**config.mk**
```make
export PLATFORM = sky130hd
export DESIGN_NAME = code_xlat_cache
export DESIGN_NICKNAME = d
export VERILOG_FILES = /design/src/rtl/code_xlat_pkg.sv /design/src/rtl/code_xlat_victim.sv /design/src/rtl/code_xlat_array.sv /design/src/rtl/code_xlat_cache.sv
export SDC_FILE = /design/constraint.sdc
export NUM_CORES = 2
export LEC_CHECK = 0
export BUFFER_PORTS_ARGS = -buffer_cell sky130_fd_sc_hd__buf_2
export CORE_ASPECT_RATIO = 1.1
export CORE_MARGIN = 5
export CORE_UTILIZATION = 65
export CTS_CLUSTER_DIAMETER = 100
export DETAILED_ROUTE_END_ITERATION = 8
export HOLD_SLACK_MARGIN = 0.08
export PLACE_DENSITY = 0.82
export SLEW_MARGIN = 10
export SYNTH_ARGS = -nofsm -noshare
export SYNTH_HDL_FRONTEND = slang
export SYNTH_SLANG_ARGS = --single-unit
```
**constraint.sdc**
```tcl
create_clock -name clk -period 16 [get_ports clk]
set_input_delay 0.8 -clock clk [delete_from_list [all_inputs] [get_ports clk]]
set_output_delay 0.8 -clock clk [all_outputs]
set_load 0.1 [all_outputs]
```
**src/rtl/code_xlat_pkg.sv**
```systemverilog
package code_xlat_pkg;
  localparam int LIN_W      = 32;
  localparam int PAGE_BITS  = 12;
  localparam int LARGE_BITS = 22;
  localparam int VPN_W      = LIN_W - PAGE_BITS;
  localparam int GRAN_W     = LARGE_BITS - PAGE_BITS;

  typedef enum logic [1:0] {
    ST_IDLE = 2'd0,
    ST_MISS = 2'd1,
    ST_FILL = 2'd2
  } ctl_state_t;
endpackage

```
**src/rtl/code_xlat_victim.sv**
```systemverilog
module code_xlat_victim #(
  parameter int ENTRIES = 32,
  localparam int IDX_W = $clog2(ENTRIES)
) (
  input  logic               clk,
  input  logic               rst_n,
  input  logic [ENTRIES-1:0] valid_vec,
  input  logic               commit,
  output logic [IDX_W-1:0]   victim_idx
);
  logic [IDX_W-1:0] ptr_q;
  logic [IDX_W-1:0] free_idx;
  logic             any_free;

  always_comb begin
    free_idx = '0;
    any_free = 1'b0;
    for (int i = ENTRIES - 1; i >= 0; i--) begin
      if (!valid_vec[i]) begin
        free_idx = IDX_W'(i);
        any_free = 1'b1;
      end
    end
  end

  assign victim_idx = any_free ? free_idx : ptr_q;

  always_ff @(posedge clk) begin
    if (!rst_n) begin
      ptr_q <= '0;
    end else if (commit && !any_free) begin
      if (ptr_q == IDX_W'(ENTRIES - 1)) ptr_q <= '0;
      else                              ptr_q <= ptr_q + 1'b1;
    end
  end

  // a free slot chosen must really be free
  a_r10_free_first: assert property (@(posedge clk) disable iff (!rst_n)
    (commit && any_free) |-> !valid_vec[victim_idx]);
endmodule

```
**src/rtl/code_xlat_array.sv**
```systemverilog
module code_xlat_array
  import code_xlat_pkg::*;
#(
  parameter int ENTRIES = 32,
  localparam int IDX_W = $clog2(ENTRIES)
) (
  input  logic               clk,
  input  logic               rst_n,
  input  logic               clear,
  input  logic [VPN_W-1:0]   look_vpn,
  output logic               look_hit,
  output logic [VPN_W-1:0]   look_frame,
  input  logic               wr_en,
  input  logic [IDX_W-1:0]   wr_idx,
  input  logic [VPN_W-1:0]   wr_vpn,
  input  logic [VPN_W-1:0]   wr_frame,
  output logic [ENTRIES-1:0] valid_vec
);
  logic [VPN_W-1:0]   tag_q   [ENTRIES];
  logic [VPN_W-1:0]   frame_q [ENTRIES];
  logic [ENTRIES-1:0] valid_q;
  logic [ENTRIES-1:0] match;

  for (genvar g = 0; g < ENTRIES; g++) begin : g_ent
    assign match[g] = valid_q[g] && (tag_q[g] == look_vpn);

    always_ff @(posedge clk) begin
      if (wr_en && wr_idx == IDX_W'(g)) begin
        tag_q[g]   <= wr_vpn;
        frame_q[g] <= wr_frame;
      end
    end
  end

  always_comb begin
    look_frame = '0;
    for (int i = 0; i < ENTRIES; i++) begin
      if (match[i]) look_frame = look_frame | frame_q[i];
    end
  end

  assign look_hit  = |match;
  assign valid_vec = valid_q;

  always_ff @(posedge clk) begin
    if (!rst_n || clear) begin
      valid_q <= '0;
    end else if (wr_en) begin
      valid_q[wr_idx] <= 1'b1;
    end
  end

  // no two live entries ever carry the same page number
  a_r9_single_match: assert property (@(posedge clk) disable iff (!rst_n)
    $onehot0(match));
endmodule

```
**src/rtl/code_xlat_cache.sv**
```systemverilog
module code_xlat_cache
  import code_xlat_pkg::*;
#(
  parameter int ENTRIES = 32
) (
  input  logic                 clk,
  input  logic                 rst_n,
  input  logic                 flush,
  input  logic                 req_valid,
  output logic                 req_ready,
  input  logic [LIN_W-1:0]     req_lin,
  output logic                 rsp_valid,
  output logic                 rsp_hit,
  output logic [LIN_W-1:0]     rsp_phys,
  output logic                 miss_valid,
  input  logic                 miss_ready,
  output logic [VPN_W-1:0]     miss_vpn,
  input  logic                 fill_valid,
  output logic                 fill_ready,
  input  logic [VPN_W-1:0]     fill_frame,
  input  logic                 fill_large
);
  localparam int IDX_W = $clog2(ENTRIES);

  ctl_state_t         state_q;
  logic [LIN_W-1:0]   lin_q;
  logic               stale_q;
  logic               rsp_valid_q, rsp_hit_q;
  logic [LIN_W-1:0]   rsp_phys_q;

  logic               look_hit;
  logic [VPN_W-1:0]   look_frame;
  logic [ENTRIES-1:0] valid_vec;
  logic [IDX_W-1:0]   victim_idx;
  logic               req_fire, fill_fire, wr_en;
  logic [VPN_W-1:0]   new_frame;

  assign req_ready  = (state_q == ST_IDLE) && !flush;
  assign miss_valid = (state_q == ST_MISS);
  assign fill_ready = (state_q == ST_FILL);
  assign miss_vpn   = lin_q[LIN_W-1:PAGE_BITS];
  assign req_fire   = req_valid && req_ready;
  assign fill_fire  = fill_valid && fill_ready;
  assign wr_en      = fill_fire && !stale_q && !flush;

  generate
    if (GRAN_W > 0) begin : g_gran
      assign new_frame = fill_large
        ? {fill_frame[VPN_W-1:GRAN_W], lin_q[LARGE_BITS-1:PAGE_BITS]}
        : fill_frame;
    end else begin : g_nogran
      assign new_frame = fill_frame;
    end
  endgenerate

  code_xlat_array #(.ENTRIES(ENTRIES)) u_array (
    .clk        (clk),
    .rst_n      (rst_n),
    .clear      (flush),
    .look_vpn   (req_lin[LIN_W-1:PAGE_BITS]),
    .look_hit   (look_hit),
    .look_frame (look_frame),
    .wr_en      (wr_en),
    .wr_idx     (victim_idx),
    .wr_vpn     (lin_q[LIN_W-1:PAGE_BITS]),
    .wr_frame   (new_frame),
    .valid_vec  (valid_vec)
  );

  code_xlat_victim #(.ENTRIES(ENTRIES)) u_victim (
    .clk        (clk),
    .rst_n      (rst_n),
    .valid_vec  (valid_vec),
    .commit     (wr_en),
    .victim_idx (victim_idx)
  );

  always_ff @(posedge clk) begin
    if (!rst_n) begin
      state_q     <= ST_IDLE;
      lin_q       <= '0;
      stale_q     <= 1'b0;
      rsp_valid_q <= 1'b0;
      rsp_hit_q   <= 1'b0;
      rsp_phys_q  <= '0;
    end else begin
      rsp_valid_q <= 1'b0;
      if (flush && state_q != ST_IDLE) stale_q <= 1'b1;
      unique case (state_q)
        ST_IDLE: begin
          if (req_fire) begin
            lin_q   <= req_lin;
            stale_q <= 1'b0;
            if (look_hit) begin
              rsp_valid_q <= 1'b1;
              rsp_hit_q   <= 1'b1;
              rsp_phys_q  <= {look_frame, req_lin[PAGE_BITS-1:0]};
            end else begin
              state_q <= ST_MISS;
            end
          end
        end
        ST_MISS: begin
          if (miss_ready) state_q <= ST_FILL;
        end
        ST_FILL: begin
          if (fill_valid) begin
            rsp_valid_q <= 1'b1;
            rsp_hit_q   <= 1'b0;
            rsp_phys_q  <= {new_frame, lin_q[PAGE_BITS-1:0]};
            state_q     <= ST_IDLE;
          end
        end
        default: state_q <= ST_IDLE;
      endcase
    end
  end

  assign rsp_valid = rsp_valid_q;
  assign rsp_hit   = rsp_hit_q;
  assign rsp_phys  = rsp_phys_q;

  // walk request is held steady until taken
  a_r3_miss_hold: assert property (@(posedge clk) disable iff (!rst_n)
    (miss_valid && !miss_ready) |=> (miss_valid && $stable(miss_vpn)));
  // no new lookup while a walk is pending
  a_r3_no_accept: assert property (@(posedge clk) disable iff (!rst_n)
    miss_valid |-> !req_ready);
  // an accepted fill answers the fetch in the next cycle
  a_r4_fill_answers: assert property (@(posedge clk) disable iff (!rst_n)
    fill_fire |=> (rsp_valid && !rsp_hit));
  // a lookup right after a flush cannot hit
  a_r7_flush_empty: assert property (@(posedge clk) disable iff (!rst_n)
    flush ##1 req_fire |=> !rsp_hit);
  // responses only follow a lookup or a fill
  a_r11_rsp_cause: assert property (@(posedge clk) disable iff (!rst_n)
    rsp_valid |-> $past(req_fire || fill_fire));
endmodule

```
# Word level (Yosys, flattened, before mapping)
# Memories as Yosys holds them, arrays and structs flattened.
# Cells that the tools add are included.
[totals]
in_bits = 59
mem_bits_rw = 1280
word_cells = 634
ff_bits = 106
mem_count = 2
[mem_list]
columns = ["name", "words", "width", "read_ports", "rd_ports_with_merged_regs", "wr", "line_no", "rtl"]
rows = [
  ["u_array.frame_q", 32, 20, 32, 0, 1, "code_xlat_array.sv:20", "logic [VPN_W-1:0] frame_q [ENTRIES];"],
  ["u_array.tag_q", 32, 20, 32, 0, 1, "code_xlat_array.sv:19", "logic [VPN_W-1:0] tag_q [ENTRIES];"],
]
[classes]
bitwise_logic = 32
n_eq_ne = 71
n_reduce_logical = 147
n_addsub = 1
mux = 371
magnitude_cmp = 2
[ops]
columns = ["op", "count"]
rows = [
  ["$mux 20", 94],
  ["$reduce_or 20->1", 62],
  ["$eq 20x20->1", 32],
  ["$or 20x20->20", 31],
  ["$mux 5", 96],
  ["$mux 1", 168],
  ["$mux 32", 3],
  ["$eq 5x5->1 const B", 17],
  ["$logic_and 1x1->1", 72],
  ["$pmux 32 s2", 1],
  ["$eq 5x4->1 const B", 8],
  ["$or 32x32->32", 1],
  ["$reduce_or 32->1", 1],
  ["$eq 5x3->1 const B", 4],
  ["$eq 5x2->1 const B", 2],
  ["$mux 10", 1],
  ["$mux 2", 4],
  ["$ne 2x2->1 const B", 4],
  ["$reduce_and 4->1", 2],
  ["$lt 5x6->1 const B", 1],
  ["$pmux 2 s3", 1],
  ["$add 5x1->5 const B", 1],
  ["$demux 1 s5", 1],
  ["$eq 5x1->1 const B", 1],
  ["other kinds (11)", 16],
]

# Longest topological paths before layout
[depth]
ltp_word = 69
ltp_mapped = 14
depth_no_buf = 10

# Hierarchy
# A second synthesis with hierarchy kept.
[hier_totals]
hier_cells = 3833
hier_area_um2 = 56626.8
[modules_own_cells]
columns = ["module", "area_per_inst_um2", "cells_each", "n_inst", "seq_area_each_um2"]
rows = [
  ["code_xlat_array", 52693.0, 3358, 1, 39077.5],
  ["code_xlat_cache", 3229.3, 378, 1, 1381.3],
  ["code_xlat_victim", 704.4, 97, 1, 100.1],
]

# Least setup slack after synthesis
# Ideal clock, no wire load.
[synth_timing]
path_kind = "register -> register"
startpoint = "register u_array.valid_q[30] (netlist: u_array.valid_vec[30])"
endpoint = "memory u_array.frame_q[1][20] (netlist name) (enable)"
synth_period_minus_slack_ns = 5.128
path_stages_with_launch = 11
setup_slack_ns = 10.872
arrival_time_ns = 4.639
path_buffers = 2
setup_ns = 0.490
path_cell_list = "dfxtp_1 -> nor2b_1 -> o21ai_0 -> a21boi_0 -> o21ai_1 -> a2111oi_0 -> o211ai_1 -> and2_1 -> buf_2 -> buf_2 -> nor3_1"
[synth_via]
elab_chain_len = 68
elab_cells_between_ends = 284
[synth_lines]
columns = ["item", "line_no", "rtl"]
rows = [
  ["from (decl)", "code_xlat_array.sv:21", "logic [ENTRIES-1:0] valid_q;"],
  ["from (signal assigned)", "code_xlat_array.sv:47", "valid_q <= '0;"],
  ["from (signal, indexed assignment)", "code_xlat_array.sv:49", "valid_q[wr_idx] <= 1'b1;"],
  ["$mux 5 or $mux 1 (tied branches) (31 in series)", "code_xlat_victim.sv:19", "if (!valid_vec[i]) begin"],
  ["$mux 5 (*)", "code_xlat_victim.sv:26", "assign victim_idx = any_free ? free_idx : ptr_q;"],
  ["$eq 5x1->1", "code_xlat_array.sv:28", "if (wr_en && wr_idx == IDX_W'(g)) begin"],
  ["$logic_and 1x1->1", "code_xlat_array.sv:28", ""],
  ["$mux 1", "code_xlat_array.sv:28", ""],
  ["$mux 1 (implied by the code)", "code_xlat_array.sv:30", "frame_q[g] <= wr_frame;"],
  ["$reduce_or 20->1 (no source line)", "-", ""],
  ["$mux 5 (no source line) or $mux 1 (tied branches) (31 in series)", "-", ""],
  ["to (decl)", "code_xlat_array.sv:20", ""],
]
# Every way passes the cells marked *; elsewhere a longest branch is shown, timed or not.

# Worst setup path in the final report
[layout_timing]
startpoint = "input req_lin[29]"
endpoint = "register rsp_phys_q[25] (netlist: rsp_phys[25])"
[layout_via]
elab_chain_len = 68
elab_cells_between_ends = 133
[layout_lines]
columns = ["item", "line_no", "rtl"]
rows = [
  ["from (decl)", "code_xlat_cache.sv:11", "input logic [LIN_W-1:0] req_lin,"],
  ["$eq 20x20->1", "code_xlat_array.sv:25", "assign match[g] = valid_q[g] && (tag_q[g] == look_vpn);"],
  ["$logic_and 1x1->1", "code_xlat_array.sv:25", ""],
  ["$mux 20", "code_xlat_array.sv:38", "if (match[i]) look_frame = look_frame | frame_q[i];"],
  ["$or 20x20->20", "code_xlat_array.sv:38", ""],
  ["$mux 20", "code_xlat_array.sv:38", ""],
  ["$or 20x20->20", "code_xlat_array.sv:38", ""],
  ["$mux 20", "code_xlat_array.sv:38", ""],
  ["$or 20x20->20", "code_xlat_array.sv:38", ""],
  ["(+52 left out)", "-", ""],
  ["$mux 20", "code_xlat_array.sv:38", ""],
  ["$or 20x20->20", "code_xlat_array.sv:38", ""],
  ["$mux 20", "code_xlat_array.sv:38", ""],
  ["$or 20x20->20", "code_xlat_array.sv:38", ""],
  ["$mux 20", "code_xlat_array.sv:38", ""],
  ["$mux 32", "code_xlat_cache.sv:94", "if (look_hit) begin"],
  ["$mux 32", "code_xlat_cache.sv:91", "if (req_fire) begin"],
  ["$pmux 32 s2", "code_xlat_cache.sv:89", "unique case (state_q)"],
  ["to (signal assigned)", "code_xlat_cache.sv:97", "rsp_phys_q <= {look_frame, req_lin[PAGE_BITS-1:0]};"],
  ["to (signal assigned)", "code_xlat_cache.sv:110", "rsp_phys_q <= {new_frame, lin_q[PAGE_BITS-1:0]};"],
  ["to (decl)", "code_xlat_cache.sv:29", "logic [LIN_W-1:0] rsp_phys_q;"],
]
# Several ways; a longest one is shown, not always the timed one. The select of a mux whose other input is x is not followed.
# A chain may end at the register's enable or synchronous reset.

==> metrics.md <==
| Metric | Value |
|---|---|
| Status | `finished clean` |
| WP data arrival | `5.79 ns` |
| Peak fanout along the critical path | `21` |
| Die width | `290 microns` |
| Worst Clk Skew | `0.0477 ns` |
| Slew @ Worst Pin | `1.32 ns` |
| Post_cts resized | `0` |
| CP required | `16.64 ns` |
| Die height | `318 microns` |
| Total global routing overflow | `0` |
| Fmax achieved | `194 MHz` |
| Pre-CTS setup slack | `10.29 ns` |
| Main area contributors after synthesis | `edfxtp_1 68%, xnor2_1 7.5%, dfxtp_1 3.8%` |
| TritonCTS Sinks | `1386` |
| Post-CTS Setup Bufs | `0` |
| Endpoints failing hold | `0` |
| Leak | `0.0196 uW` |
| Post-route setup slack | `10.85 ns` |
| Mapped Cells | `3512` |
| Fin crit share | `32.2%` |
| First-pass GRT wire length | `249000 microns` |
| Initial Util | `65.2%` |
| Post-Syn Nets | `3573` |
| Fin nets | `3736` |
| Tightest Hold Check Type | `primary input to flip-flop` |
| TritonRoute pass-1 iters | `7` |
| Port Buf Inserts | `115` |
| Area grow syn2layout | `10.8%` |
| Root Buffer | `clkbuf_16` |
| Crit Reg-Reg Startpoint | `state_q[0]` |
| Number of flops mapped to enable cells by yosys | `1280` |
| GPL Wtd Cong | `0.947` |
| CP Capture Type | `flip-flop` |
| CTS H-tree depth | `4` |
| Synthesized flop and latch total | `1386` |
| Setup TNS | `0 ns` |
| HPWL Detailed | `96000 microns` |
| CTS Hold Bufs | `0` |
| Cell Area, Synth | `56200 sq um` |
| Ys async rst share | `0%` |
| Routed Antenna Nets | `0` |
| Hold_sp | `req_lin[7]` |
| Antenna violations before repair | `5` |
| Worst-path clk slew | `0.06 ns` |
| R2r setup slk | `11.20 ns` |
| Sequential cell area fraction in the yosys report | `72.2%` |
| CTS max path bufs | `3` |
| Max Slew Vio Count | `0` |
| Total core area | `86100 sq um` |
| Pwr dens | `121 nW/um^2` |
| Yosys warnings | `0` |
| Critical Path Start | `req_lin[29]` |
| Via-to-Cell Ratio | `7.32` |
| DRT iter0 DRCs | `6620` |
| Commonest non-fill, non-tap cell in the layout | `edfxtp_1` |
| Filler cells | `5028` |
| RSZ-0062 raised after global routing | `no` |
| CTS Buf Count | `135` |
| Critical path class | `primary input to flip-flop` |
| Largest net degree at the start of global routing | `63` |
| Commonest cells after routing, fill and taps aside | `1280 x edfxtp_1, 484 x xnor2_1, 229 x nand4_1, 157 x xor2_1, 144 x a22oi_1` |
| Die area | `92400 sq um` |
| Max-cap violations | `0` |
| Startpoint Class | `primary input` |
| Total global-route track usage | `37.8%` |
| Synth area leader | `edfxtp_1` |
| Vias | `36210` |
| Setup Viol. Count Final | `0` |
| WL per Instance | `36.2 microns` |
| Drt drc | `0` |
| Share of the synthesized area in the top cell type | `68.4%` |
| Post-Syn Area per Cell | `16.0 sq um` |
| Main synth FF type | `edfxtp_1` |
| CTS tree | `built` |
| Rows | `113` |
| Yosys cell types | `69` |
| Peak supply drop | `147 uV` |
| Share of layout cells above drive strength 1 | `14.1%` |
| I/O pin total | `116` |
| Normalized max-slew margin | `12.0%` |
| Total routed wirelength | `179000 microns` |
| Clock Latency Late Sink | `0.77 ns` |
| Vias in the first global route | `35399` |
| Min Tclk post-route | `5.15 ns` |
## worst max-delay path: stages
cell and delay (ns):
buf_2 0.55, buf_4 0.59, xnor2_1 0.22, nand4_1 0.14
or4_1 0.59, nor3_4 0.37, buf_4 0.47, nor4_1 0.11
and4_4 0.23, a21oi_2 0.83, nor2_2 0.41, o31ai_1 0.42
## synth_stat cells, types with 36 or more instances
cell type / n
edfxtp_1: 1280
xnor2_1: 484
nand4_1: 229
xor2_1: 157
a22oi_1: 144
nand2_1: 121
dfxtp_1: 106
nor4_1: 73
nand3_1: 72
nor2_1: 66
a22o_1: 61
a221oi_1: 58
nor3_1: 55
buf_4: 47
buf_2: 46
and3_1: 43
clkbuf_1: 43
buf_6: 38
a21boi_0: 37
a21oi_1: 36
## final timing paths
check	endpoint	cells past startpoint
min reg2reg	lin_q[0]	2
max	rsp_phys[25]	12
min	lin_q[7]	3
max reg2reg	u_array.frame_q[0][212]	10
## where the power goes
part	internal (uW)	leakage (uW)	switching, uW
Clock	1860	0.00223	1380
Combinational	77.7	0.00540	237
Sequential	3960	0.0120	17.1
Total	5900	0.0196	1640
## per-stage QoR
stage	area [sq um]	hold WS (ns)	total power, uW	util (%)	instances
2_1_floorplan	56200	0.443	4250	-	3512
3_3_place_gp	57700	0.451	4350	67.0	4688
3_5_place_dp	57700	0.456	4360	67.0	4688
4_1_cts	62200	0.294	7520	72.2	4937
5_1_grt	62200	0.321	7710	72.2	4937
6_report	62200	0.328	7540	72.3	4945
## final cells by class
| class | instances | area (sq um) | share of cell area [%] |
|---|---|---|---|
| Sequential cell | 1386 | 40600 | 65.2 |
| Multi-Input combinational cell | 1905 | 14100 | 22.7 |
| Clock buffer | 175 | 3700 | 5.95 |
| Timing Repair Buffer | 233 | 1460 | 2.35 |
| Tap cell | 1150 | 1440 | 2.31 |
| Clock inverter | 74 | 838 | 1.35 |
| Inverter | 14 | 52.6 | 0.0845 |
| Antenna cell | 8 | 20.0 | 0.0322 |
## state kept, by name (all words and copies together) (netlist names), 2 cells and up
| register | cells |
|---|---|
| lin_q | 32 |
| rsp_phys | 32 |
| state_q | 2 |
| u_array.frame_q | 640 |
| u_array.tag_q | 640 |
| u_array.valid_vec | 32 |
| u_victim.ptr_q | 5 |
## logic make-up after synthesis
group	Yosys count	share of synthesized area (%)
xor+xnor	642	10.0
simple gates	758	7.60
flops	1386	72.2
fa+ha+maj	2	0.0446
buf+inv	221	3.04
mux	27	0.504
compound gates	476	6.56
## per-layer routing
layer / track usage, % / up-vias / part of all wire, %
li1: - / 13969 / -
met1: 46.4 / 17542 / 31
met2: 58.5 / 3732 / 45
met3: 11.7 / 965 / 16
met4: 24.7 / 2 / 8.6
met5: 0 / - / 0.0073
Note: power is estimated with default switching activity, not from simulation.
